--- src/rtl/fsel_pkg.sv ---
package fsel_pkg;

    localparam int FS_W    = 4;
    localparam int RATIO_W = 3;

    typedef enum logic [1:0] {
        SPR_CTR_QTR   = 2'd0,
        SPR_CTR_HALF  = 2'd1,
        SPR_DOWN_HALF = 2'd2
    } spread_kind_e;

    // PCI divide ratio belonging to a frequency code
    function automatic logic [RATIO_W-1:0] pci_ratio_of(input logic [FS_W-1:0] code);
        logic [RATIO_W-1:0] r;
        case (code)
            4'b1111, 4'b1110, 4'b1101,
            4'b0111, 4'b0110, 4'b0101: r = 3'd2;
            4'b0001, 4'b0000:          r = 3'd4;
            default:                   r = 3'd3;
        endcase
        return r;
    endfunction

    // Number of CPU periods the PCI clock stays high: ceil(ratio/2)
    function automatic logic [RATIO_W-1:0] pci_high_of(input logic [RATIO_W-1:0] ratio);
        return (ratio + 3'd1) >> 1;
    endfunction

endpackage

--- src/rtl/fsel_strap_latch.sv ---
module fsel_strap_latch
    import fsel_pkg::*;
(
    input  logic            clk,
    input  logic            rst_n,
    input  logic [FS_W-1:0] fs_pins_i,
    input  logic            mode_pin_i,
    output logic [FS_W-1:0] fs_o,
    output logic            mode_o,
    output logic            valid_o
);

    typedef struct packed {
        logic            valid;
        logic [FS_W-1:0] fs;
        logic            mode;
    } strap_st_t;

    strap_st_t st_d, st_q;

    always_comb begin
        st_d = st_q;
        if (!st_q.valid) begin
            st_d.valid = 1'b1;
            st_d.fs    = fs_pins_i;
            st_d.mode  = mode_pin_i;
        end
    end

    always_ff @(posedge clk or negedge rst_n) begin
        if (!rst_n) st_q <= '0;
        else        st_q <= st_d;
    end

    assign fs_o    = st_q.fs;
    assign mode_o  = st_q.mode;
    assign valid_o = st_q.valid;

    AST_STRAP_HOLD: assert property (@(posedge clk) disable iff (!rst_n)
        (st_q.valid && $past(st_q.valid)) |-> ($stable(st_q.fs) && $stable(st_q.mode)));

endmodule

--- src/rtl/fsel_src_mux.sv ---
module fsel_src_mux
    import fsel_pkg::*;
(
    input  logic            clk,
    input  logic            rst_n,
    input  logic [FS_W-1:0] strap_code_i,
    input  logic [7:0]      cfg_sel_i,
    input  logic            spread_center_i,
    output logic [FS_W-1:0] req_code_o,
    output logic            hiz_o,
    output logic            spread_en_o,
    output spread_kind_e    spread_kind_o
);

    localparam int HIZ_BIT  = 0;
    localparam int SPR_BIT  = 1;
    localparam int TOP_BIT  = 2;
    localparam int SRC_BIT  = 3;
    localparam int LOW_LSB  = 4;
    localparam int LOW_MSB  = 6;
    localparam int WIDE_BIT = 7;

    typedef struct packed {
        logic         hiz;
        logic         spr_en;
        spread_kind_e kind;
    } cfg_st_t;

    cfg_st_t cfg_d, cfg_q;
    logic [FS_W-1:0] sw_code;

    always_comb begin
        sw_code    = {cfg_sel_i[TOP_BIT], cfg_sel_i[LOW_MSB:LOW_LSB]};
        req_code_o = cfg_sel_i[SRC_BIT] ? sw_code : strap_code_i;

        cfg_d        = cfg_q;
        cfg_d.hiz    = cfg_sel_i[HIZ_BIT];
        cfg_d.spr_en = cfg_sel_i[SPR_BIT];
        if (!spread_center_i)       cfg_d.kind = SPR_DOWN_HALF;
        else if (cfg_sel_i[WIDE_BIT]) cfg_d.kind = SPR_CTR_HALF;
        else                        cfg_d.kind = SPR_CTR_QTR;
    end

    always_ff @(posedge clk or negedge rst_n) begin
        if (!rst_n) cfg_q <= '{hiz: 1'b0, spr_en: 1'b0, kind: SPR_CTR_QTR};
        else        cfg_q <= cfg_d;
    end

    assign hiz_o         = cfg_q.hiz;
    assign spread_en_o   = cfg_q.spr_en;
    assign spread_kind_o = cfg_q.kind;

    AST_DOWN_OVERRIDE: assert property (@(posedge clk) disable iff (!rst_n)
        !$past(spread_center_i) |-> (spread_kind_o == SPR_DOWN_HALF));

    AST_HIZ_FOLLOWS: assert property (@(posedge clk) disable iff (!rst_n)
        $past(cfg_sel_i[HIZ_BIT]) |-> hiz_o);

endmodule

--- src/rtl/fsel_clk_div.sv ---
module fsel_clk_div
    import fsel_pkg::*;
#(
    parameter int HALF_BASE = 2
) (
    input  logic               clk,
    input  logic               rst_n,
    input  logic               run_i,
    input  logic [FS_W-1:0]    req_code_i,
    output logic [FS_W-1:0]    code_o,
    output logic [RATIO_W-1:0] ratio_o,
    output logic               cpu_o,
    output logic               pci_o
);

    localparam int CNT_W = $clog2(HALF_BASE + (1 << FS_W));

    typedef struct packed {
        logic               run;
        logic               cpu;
        logic               pci;
        logic [CNT_W-1:0]   cnt;
        logic [RATIO_W-1:0] idx;
        logic [FS_W-1:0]    code;
    } div_st_t;

    div_st_t dv_d, dv_q;
    logic [CNT_W-1:0]   half_cur;
    logic [RATIO_W-1:0] ratio_cur;

    always_comb begin
        half_cur  = CNT_W'(HALF_BASE) + CNT_W'(dv_q.code);
        ratio_cur = pci_ratio_of(dv_q.code);

        dv_d     = dv_q;
        dv_d.run = run_i;
        if (!run_i) begin
            dv_d.cpu  = 1'b0;
            dv_d.pci  = 1'b0;
            dv_d.cnt  = '0;
            dv_d.idx  = '0;
            dv_d.code = req_code_i;
        end else if (!dv_q.run) begin
            // first cycle of operation: open a fresh period on both clocks
            dv_d.cpu  = 1'b1;
            dv_d.pci  = 1'b1;
            dv_d.cnt  = '0;
            dv_d.idx  = '0;
            dv_d.code = req_code_i;
        end else if (dv_q.cnt == half_cur - CNT_W'(1)) begin
            dv_d.cnt = '0;
            dv_d.cpu = ~dv_q.cpu;
            if (!dv_q.cpu) begin
                // CPU period ends here; PCI period may end too
                if (dv_q.idx == ratio_cur - 3'd1) begin
                    dv_d.idx  = '0;
                    dv_d.code = req_code_i;
                end else begin
                    dv_d.idx = dv_q.idx + 3'd1;
                end
                dv_d.pci = (dv_d.idx < pci_high_of(pci_ratio_of(dv_d.code)));
            end
        end else begin
            dv_d.cnt = dv_q.cnt + CNT_W'(1);
        end
    end

    always_ff @(posedge clk or negedge rst_n) begin
        if (!rst_n) dv_q <= '0;
        else        dv_q <= dv_d;
    end

    assign code_o  = dv_q.code;
    assign ratio_o = ratio_cur;
    assign cpu_o   = dv_q.cpu;
    assign pci_o   = dv_q.pci;

    AST_NO_OVERFLOW: assert property (@(posedge clk) disable iff (!rst_n)
        dv_q.run |-> (dv_q.cnt < half_cur));

    AST_IDX_RANGE: assert property (@(posedge clk) disable iff (!rst_n)
        dv_q.run |-> (dv_q.idx < ratio_cur));

    AST_PCI_WITH_CPU: assert property (@(posedge clk) disable iff (!rst_n)
        $rose(dv_q.pci) |-> $rose(dv_q.cpu));

    AST_CODE_AT_BOUNDARY: assert property (@(posedge clk) disable iff (!rst_n)
        (dv_q.run && $past(dv_q.run) && (dv_q.code != $past(dv_q.code)))
            |-> (dv_q.pci && !$past(dv_q.pci)));

endmodule

--- src/rtl/fsel_top.sv ---
module fsel_top
    import fsel_pkg::*;
#(
    parameter int HALF_BASE = 2
) (
    input  logic       clk_ref,
    input  logic       rst_n,
    input  logic [3:0] strap_fs_i,
    input  logic       strap_mode_i,
    input  logic [7:0] cfg_sel_i,
    input  logic       spread_center_i,
    output logic [3:0] freq_code_o,
    output logic [2:0] pci_ratio_o,
    output logic       cpu_clk_o,
    output logic       pci_clk_o,
    output logic       outputs_hiz_o,
    output logic       spread_en_o,
    output logic [1:0] spread_kind_o,
    output logic       pin2_is_stop_o
);

    logic [FS_W-1:0] strap_code;
    logic            strap_mode;
    logic            strap_valid;
    logic [FS_W-1:0] req_code;
    spread_kind_e    kind;

    fsel_strap_latch u_strap (
        .clk        (clk_ref),
        .rst_n      (rst_n),
        .fs_pins_i  (strap_fs_i),
        .mode_pin_i (strap_mode_i),
        .fs_o       (strap_code),
        .mode_o     (strap_mode),
        .valid_o    (strap_valid)
    );

    fsel_src_mux u_src (
        .clk             (clk_ref),
        .rst_n           (rst_n),
        .strap_code_i    (strap_code),
        .cfg_sel_i       (cfg_sel_i),
        .spread_center_i (spread_center_i),
        .req_code_o      (req_code),
        .hiz_o           (outputs_hiz_o),
        .spread_en_o     (spread_en_o),
        .spread_kind_o   (kind)
    );

    fsel_clk_div #(.HALF_BASE(HALF_BASE)) u_div (
        .clk        (clk_ref),
        .rst_n      (rst_n),
        .run_i      (strap_valid),
        .req_code_i (req_code),
        .code_o     (freq_code_o),
        .ratio_o    (pci_ratio_o),
        .cpu_o      (cpu_clk_o),
        .pci_o      (pci_clk_o)
    );

    assign spread_kind_o  = kind;
    assign pin2_is_stop_o = ~strap_mode;

    AST_CLOCKS_QUIET: assert property (@(posedge clk_ref) disable iff (!rst_n)
        !strap_valid |-> (!cpu_clk_o && !pci_clk_o));

endmodule

--- config.mk ---
export PLATFORM = sky130hd
export DESIGN_NAME = fsel_top
export DESIGN_NICKNAME = d
export VERILOG_FILES = /design/src/rtl/fsel_pkg.sv /design/src/rtl/fsel_strap_latch.sv /design/src/rtl/fsel_src_mux.sv /design/src/rtl/fsel_clk_div.sv /design/src/rtl/fsel_top.sv
export SDC_FILE = /design/constraint.sdc
export NUM_CORES = 1
export LEC_CHECK = 0
export BUFFER_PORTS_ARGS = -buffer_cell sky130_fd_sc_hd__buf_2
export CORE_MARGIN = 2
export CORE_UTILIZATION = 54
export DETAILED_ROUTE_END_ITERATION = 12
export PLACE_DENSITY_LB_ADDON = 0.2
export SYNTH_ARGS = -nofsm -noshare
export SYNTH_HDL_FRONTEND = slang
export SYNTH_SLANG_ARGS = --single-unit
--- constraint.sdc ---
create_clock -name clk_ref -period 4 [get_ports clk_ref]
set_clock_uncertainty 0.1 [all_clocks]
set_input_delay 0.4 -clock clk_ref [delete_from_list [all_inputs] [get_ports clk_ref]]
set_output_delay 0.4 -clock clk_ref [all_outputs]
set_load 0.005 [all_outputs]
Yosys cells after proc, flatten, opt, wreduce, memory -nomap -nowiden:

Memories as Yosys holds them, arrays and structs flattened.
Index checks and enable logic that the tools add are counted.

* add/subtract/negate cells: 6
* $mul: 0
* div/mod/pow operators: 0
* order comparisons: 1
* equal/unequal tests: 4
* shifts and indexed selects: 0
* mux-type cells: 24
* bitwise gates (word level): 2
* reductions and logical operators: 1

Operators by type and width (number)
* 14-bit two-way mux: 2
* 3-bit two-way mux: 9
* 4-bit two-way mux: 6
* 7-bit two-way mux: 2
* 3-bit by 1-bit adder with 3-bit output, second input constant: 2
* 3-bit inequality test, second input constant: 2
* 2-bit by 4-bit adder with 5-bit output, first input constant: 1
* 5-bit by 1-bit adder with 5-bit output, second input constant: 1
* 5-bit == test: 1
* 5-bit two-way mux: 1
* 5-bit by 1-bit subtractor with 5-bit output, second input constant: 1
* 2-bit two-way mux: 2
* 3-bit == test: 1
* 3-bit by 2-bit < comparator with 1-bit output: 1
* 3-bit by 1-bit subtractor with 3-bit output, second input constant: 1
* 1-bit two-way mux: 2
* 1-bit inverter: 2
* 2-bit AND reduction: 1

* flip-flop bits (word level): 25
* bits in latches: 0
* RAM bits: 0
* memory bits (read-only): 96
* output and inout port bits: 14
* memories kept: 2

Memories
* (no name shown): depth 16, width 3, rd ports 1, clocked after memory_dff 0, write ports 0, RTL line fsel_pkg.sv:15 `case (code)`
* (no name shown): depth 16, width 3, rd ports 1, clocked after memory_dff 0, write ports 0, RTL line fsel_pkg.sv:15

Depth between registers and ports, before layout:

An unclocked memory read counts as a cell.

* depth in word-level cells: 19
* mapped depth: 18

Hierarchy:

A second synthesis with hierarchy kept.

* cell total of the unflattened synthesis: 139
* area total of the unflattened synthesis: 1490.2 µm²

Modules (own cells, without submodules)
* fsel_clk_div: times used 1, cells each 116, area an instance 1121.1 µm², seq. area each 375.4 µm²
* fsel_strap_latch: times used 1, cells each 12, area an instance 210.2 µm², seq. area each 150.1 µm²
* fsel_src_mux: times used 1, cells each 10, area an instance 155.1 µm², seq. area each 100.1 µm²
* fsel_top: times used 1, cells each 1, area an instance 3.8 µm², seq. area each 0.0 µm²

Least setup slack after synthesis:

Ideal clock, no wire load.

* path type: reg2reg
* from: register u_div.dv_q, in the netlist u_div.code_o[0]
* to: register u_div.dv_q, in the netlist u_div.pci_o
* setup time: 116 ps
* arrival: 3314 ps
* required time: 3784 ps
* slack: 471 ps
* cell stages (with the launch flop): 18
* path buffers: 0
* cell sequence: dfrtp_1 -> inv_1 -> ha_1 -> nor2b_1 -> nor2_1 -> ha_1 -> xnor2_1 -> nand2_1 -> a21o_4 -> o311a_1 -> ha_1 -> xor2_1 -> ha_1 -> inv_1 -> o21ai_0 -> o21ai_0 -> o221ai_1 -> o311ai_0

* cells in the longest elaborated chain, start to end: 19
* elaborated cells on any way between the ends: 29
* those cells by class: add/sub (4); order compare (1); eq/ne (3); mux (18); reduce/logical (1); memory (2)

Ends and longest elaborated chain
* start, declared: RTL line fsel_clk_div.sv:27 `div_st_t dv_d, dv_q;`
* start signal, assigned: RTL line fsel_clk_div.sv:70 `else dv_q <= dv_d;`
* memory 16 x 3 bit (*)
* via pci_ratio_o[0]: RTL line fsel_top.sv:13 `output logic [2:0] pci_ratio_o,`
* 3-bit by 1-bit subtractor with 3-bit output (*): RTL line fsel_clk_div.sv:55 `if (dv_q.idx == ratio_cur - 3'd1) begin`
* 3-bit == test (*): RTL line fsel_clk_div.sv:55
* 4-bit two-way mux: RTL line fsel_clk_div.sv:55
* 4-bit two-way mux: RTL line fsel_clk_div.sv:53 `if (!dv_q.cpu) begin`
* 4-bit two-way mux: RTL line fsel_clk_div.sv:50 `end else if (dv_q.cnt == half_cur - CNT_W'(1)) begin`
* 4-bit two-way mux: RTL line fsel_clk_div.sv:43 `end else if (!dv_q.run) begin`
* (+4 left out)
* 3-bit two-way mux: RTL line fsel_clk_div.sv:43
* 3-bit two-way mux: RTL line fsel_clk_div.sv:37 `if (!run_i) begin`
* 3-bit by 1-bit adder with 3-bit output: RTL line fsel_pkg.sv:26 `return (ratio + 3'd1) >> 1;`
* 3-bit by 2-bit < comparator with 1-bit output (*): RTL line fsel_clk_div.sv:61 `dv_d.pci = (dv_d.idx < pci_high_of(pci_ratio_of(dv_d.code)));`
* 1-bit two-way mux (*): RTL line fsel_clk_div.sv:53
* 2-bit two-way mux (*): RTL line fsel_clk_div.sv:50
* 14-bit two-way mux (*): RTL line fsel_clk_div.sv:43
* 14-bit two-way mux (*): RTL line fsel_clk_div.sv:37

Mark *: on every way through the listed nets, which the timed path passes. The rest lies on a longest branch. The select of a mux whose other input is x is not followed.
A chain may end at the register's enable or synchronous reset.

Final worst setup path:

* from: register u_div.dv_q, in the netlist u_div.code_o[1]
* to: register u_div.dv_q, in the netlist u_div.pci_o

* cells in the longest elaborated chain, start to end: 19
* elaborated cells on any way between the ends: 29
* those cells by class: add/sub (4); order compare (1); eq/ne (3); mux (18); reduce/logical (1); memory (2)

Ends and longest elaborated chain (RTL line)
* memory 16 x 3 bit
* 3-bit by 1-bit subtractor with 3-bit output: fsel_clk_div.sv:55
* 3-bit == test: fsel_clk_div.sv:55
* 4-bit two-way mux: fsel_clk_div.sv:55
* 4-bit two-way mux: fsel_clk_div.sv:53
* 4-bit two-way mux: fsel_clk_div.sv:50
* 4-bit two-way mux: fsel_clk_div.sv:43
* 4-bit two-way mux: fsel_clk_div.sv:37
* (+3 left out)
* 3-bit two-way mux: fsel_clk_div.sv:43
* 3-bit two-way mux: fsel_clk_div.sv:37
* 3-bit by 1-bit adder with 3-bit output: fsel_pkg.sv:26
* 3-bit by 2-bit < comparator with 1-bit output: fsel_clk_div.sv:61
* 1-bit two-way mux: fsel_clk_div.sv:53
* 2-bit two-way mux: fsel_clk_div.sv:50
* 14-bit two-way mux: fsel_clk_div.sv:43
* 14-bit two-way mux: fsel_clk_div.sv:37

Several ways; a longest one is shown, not always the timed one. The select of a mux whose other input is x is not followed.

==> summary.md <==
| Metric | Value |
|---|---|
| Register bit total from synthesis | 25 |
| Hold depth | 1 |
| Outcome | complete, no violations |
| Synth Net Count | 161 |
| Core area | 0.00269 mm² |
| Gr usage total | 0.183 |
| Sw power | 188 µW |
| Clock tree buffer depth | 2 |
| Warnings, synthesis | 0 |
| Mean post-synth cell area | 10.8 µm² |
| Final net count | 189 |
| Vias | 1085 |
| DRC viols | 0 |
| CTS tree | built |
| Setup TNS | 0 ps |
| Port bufs | 29 |
| Mapped Cells | 138 |
| Share of the synthesized area in the top cell type | 0.421 |
| FMAX | 0.270 GHz |
| RSZ-0062 raised after global routing | false |
| Combinational Power Share | 0.308 |
| Initial antenna violation count | 0 |
| VDD IR max | 322 µV |
| Top cells by area, synth | dfrtp_1 (42%), ha_1 (5.9%), mux2_2 (5.3%), o311ai_4 (3.5%), xnor2_1 (3.5%) |
| Switching share of power | 0.322 |
| Seq pwr share | 0.504 |
| Final WL | 2660 µm |
| Worst skew pair latency | 320 ps |
| Fill cells | 227 |
| Gpl congestion | 0.815 |
| Die Wd | 56.4 µm |
| Vias in the first global route | 1074 |
| Reg2reg path depth | 16 |
| DIE AREA | 0.00319 mm² |
| Crit. End Element | flop |
| Largest net degree at the start of global routing | 26 |
| # Max-Cap Violations | 0 |
| Period utilisation layout | 0.925 |
| Non-Filler Instances | 196 |
| Slew HR | 0.621 |
| Num ports | 30 |
| Number of max-slew violations in the final report | 0 |
| Fraction of layout cells with a size suffix above 1 | 0.315 |
| Pwr per Cell Area | 347 mW/mm² |
| Final Total Pwr | 584 µW |
| Avg WL per Cell | 13.6 µm |
| Clk pwr share | 0.187 |
| First-pass GRT wire length | 4570 µm |
| # diodes | 0 |
| CTS Buf Count | 3 |
| Initial Util | 0.553 |
| Routed Antenna Nets | 0 |
| H-Tree Depth | 1 |
| Placed Cells | 191 |
| Worst setup path class | flop to flop |
| CTS clk-pin slew, worst paths | 130 ps |
| Fin Hold WS | 86.6 ps |
| Via density | 5.54 |
| Leak | 0.000765 µW |
| Synth-to-layout area growth | 13.4% |
| CTS root buffer | clkbuf_4 |
| Clk sinks | 25 |
| Synth cell types | 44 |
| Post CTS Setup Buffer Count | 0 |
| Crit path time final | 3700 ps |
| Final setup fails | 0 |
| CP required | 4120 ps |
| Biggest area consumer among synthesized cells | dfrtp_1 |
| Crit path DAT | 3820 ps |
| Die Height | 56.4 µm |
| Endpoints failing hold | 0 |
| Synthesized area | 0.00149 mm² |
| Sequential share of the synthesized area | 0.421 |
| DR iter-0 viols | 42 |
| DP Wirelength | 2070 µm |
| P_int | 396 µW |
| GR Overflow Total | 0 |
| Actual slew at the worst max-slew pin | 567 ps |
| First-pass detailed-route iteration total | 4 |
| Worst-path maximum fanout | 8 |
| Hold Path Class | input port to flop |
| Row count | 19 |
| Startpoint Class | flop |
==> layout by cell type (no fill, tap or decap), drive strengths merged, types with 3 or more instances in the layout <==
| cell type | instances |
|---|---|
| mux2i | 4 |
| nand2 | 4 |
| buf | 30 |
| clkbuf | 3 |
| nand3 | 6 |
| o21ai | 6 |
| mux2 | 9 |
| dfrtp | 25 |
| inv | 9 |
| nand2b | 3 |
| xnor2 | 7 |
| a21oi | 4 |
| nor3 | 4 |
| nor2 | 10 |
| o311ai | 3 |
| xor2 | 5 |
| ha | 7 |
==> per-layer routing <==
| layer | global-route usage | part of all wire | vias to the layer above |
|---|---|---|---|
| met2 | 0.296 | 0.45 | 35 |
| met3 | 0.0323 | 0.052 | 4 |
| met5 | 0 | 0 | - |
| li1 | - | - | 537 |
| met1 | 0.247 | 0.48 | 509 |
| met4 | 0.0612 | 0.016 | 0 |
==> metrics by stage <==
step,utilization,cell area [µm²],setup slack [ps]
3_5_place_dp,0.605,1620,108
4_1_cts,0.619,1660,122
2_1_floorplan,-,1490,471
6_report,0.627,1680,299
3_3_place_gp,0.605,1620,339
5_1_grt,0.627,1680,14.3
==> final timing paths <==
| path | start | end | slack [ps] |
|---|---|---|---|
| setup / recovery | u_div.code_o[1] | u_div.pci_o | 300 |
| max in group asynchronous | rst_n | u_div.code_o[0] | 2920 |
| hold reg to reg | u_strap.mode_o | u_strap.mode_o | 440 |
| setup reg to reg | u_div.code_o[1] | u_div.pci_o | 300 |
| hold / removal | cfg_sel_i[1] | u_src.spread_en_o | 90 |
| min in group asynchronous | rst_n | u_div.dv_q[6] | 470 |
==> flip-flops by register name, indices dropped and copies added (netlist names) <==
register / count
u_div.pci_o: 1
u_strap.valid_o: 1
u_src.spread_kind_o: 2
u_div.code_o: 4
u_strap.mode_o: 1
u_src.hiz_o: 1
u_div.dv_q: 9
u_src.spread_en_o: 1
u_div.cpu_o: 1
u_strap.fs_o: 4
==> logic make-up after synthesis <==
kind of cell / synth area share
buf+inv: 0.0581
fa+ha+maj: 0.0590
simple gates: 0.154
compound gates: 0.134
mux: 0.0952
xor+xnor: 0.0758
other cells: 0.00252
flops: 0.421
==> worst max-delay path, cell delays in order, from the launching register on <==
cell	delay (ps)
dfrtp_1	400
buf_4	160
nor3_4	290
nor2_1	140
ha_1	310
xnor2_1	240
nand2_2	120
a21o_4	230
o311a_1	350
ha_1	190
xor2_1	160
ha_1	280
inv_1	70
o21ai_0	60
o21ai_0	90
o221ai_1	150
o311ai_1	260
==> synthesized netlist by cell type (all sizes together) <==
master and count:
dfrtp 25, nor4 1, or2b 1, o311ai 3
inv 9, clkbuf 2, or3b 1, or4b 2
o221ai 1, nand4bb 1, mux2i 4, o21ai 6
nor2 10, nand2b 3, o22ai 1, nor2b 2
nand3 6, a21o 1, a211oi 2, a21oi 4
nand2 4, nor3 4, mux2 9, o211ai 2
xor2 5, xnor2 7, ha 7, a21boi 1
conb 1, and2 2, or3 2, o311a 1
and3 1, a31oi 1, buf 6
==> power groups by stage <==
stage,clock (µW),sequential (µW),combinational [µW]
after floorplan,0,291,136
after global placement,0,297,166
after detailed placement,0,298,173
after CTS,114,293,175
after global routing,121,299,201
final,109,295,180
==> final cells by class <==
type,count,area [µm²],area share
repair buffers,31,163,0.0966
flip-flops and latches,25,627,0.372
inverters,9,33.8,0.0201
multi-input cells,96,795,0.472
clock inverters,1,5.00,0.00297
well taps,31,38.8,0.0230
clock buffers,3,22.5,0.0134
==> what timing repair did <==
| item | 4_1_cts | 5_1_grt |
|---|---|---|
| hold buffers | 1 | 0 |
| hold endpoints to repair | 25 | 0 |
| endpoints found under the setup margin | 0 | 1 |
| gates resized for setup | 0 | 7 |
Note: power is estimated with default switching activity, not from simulation.
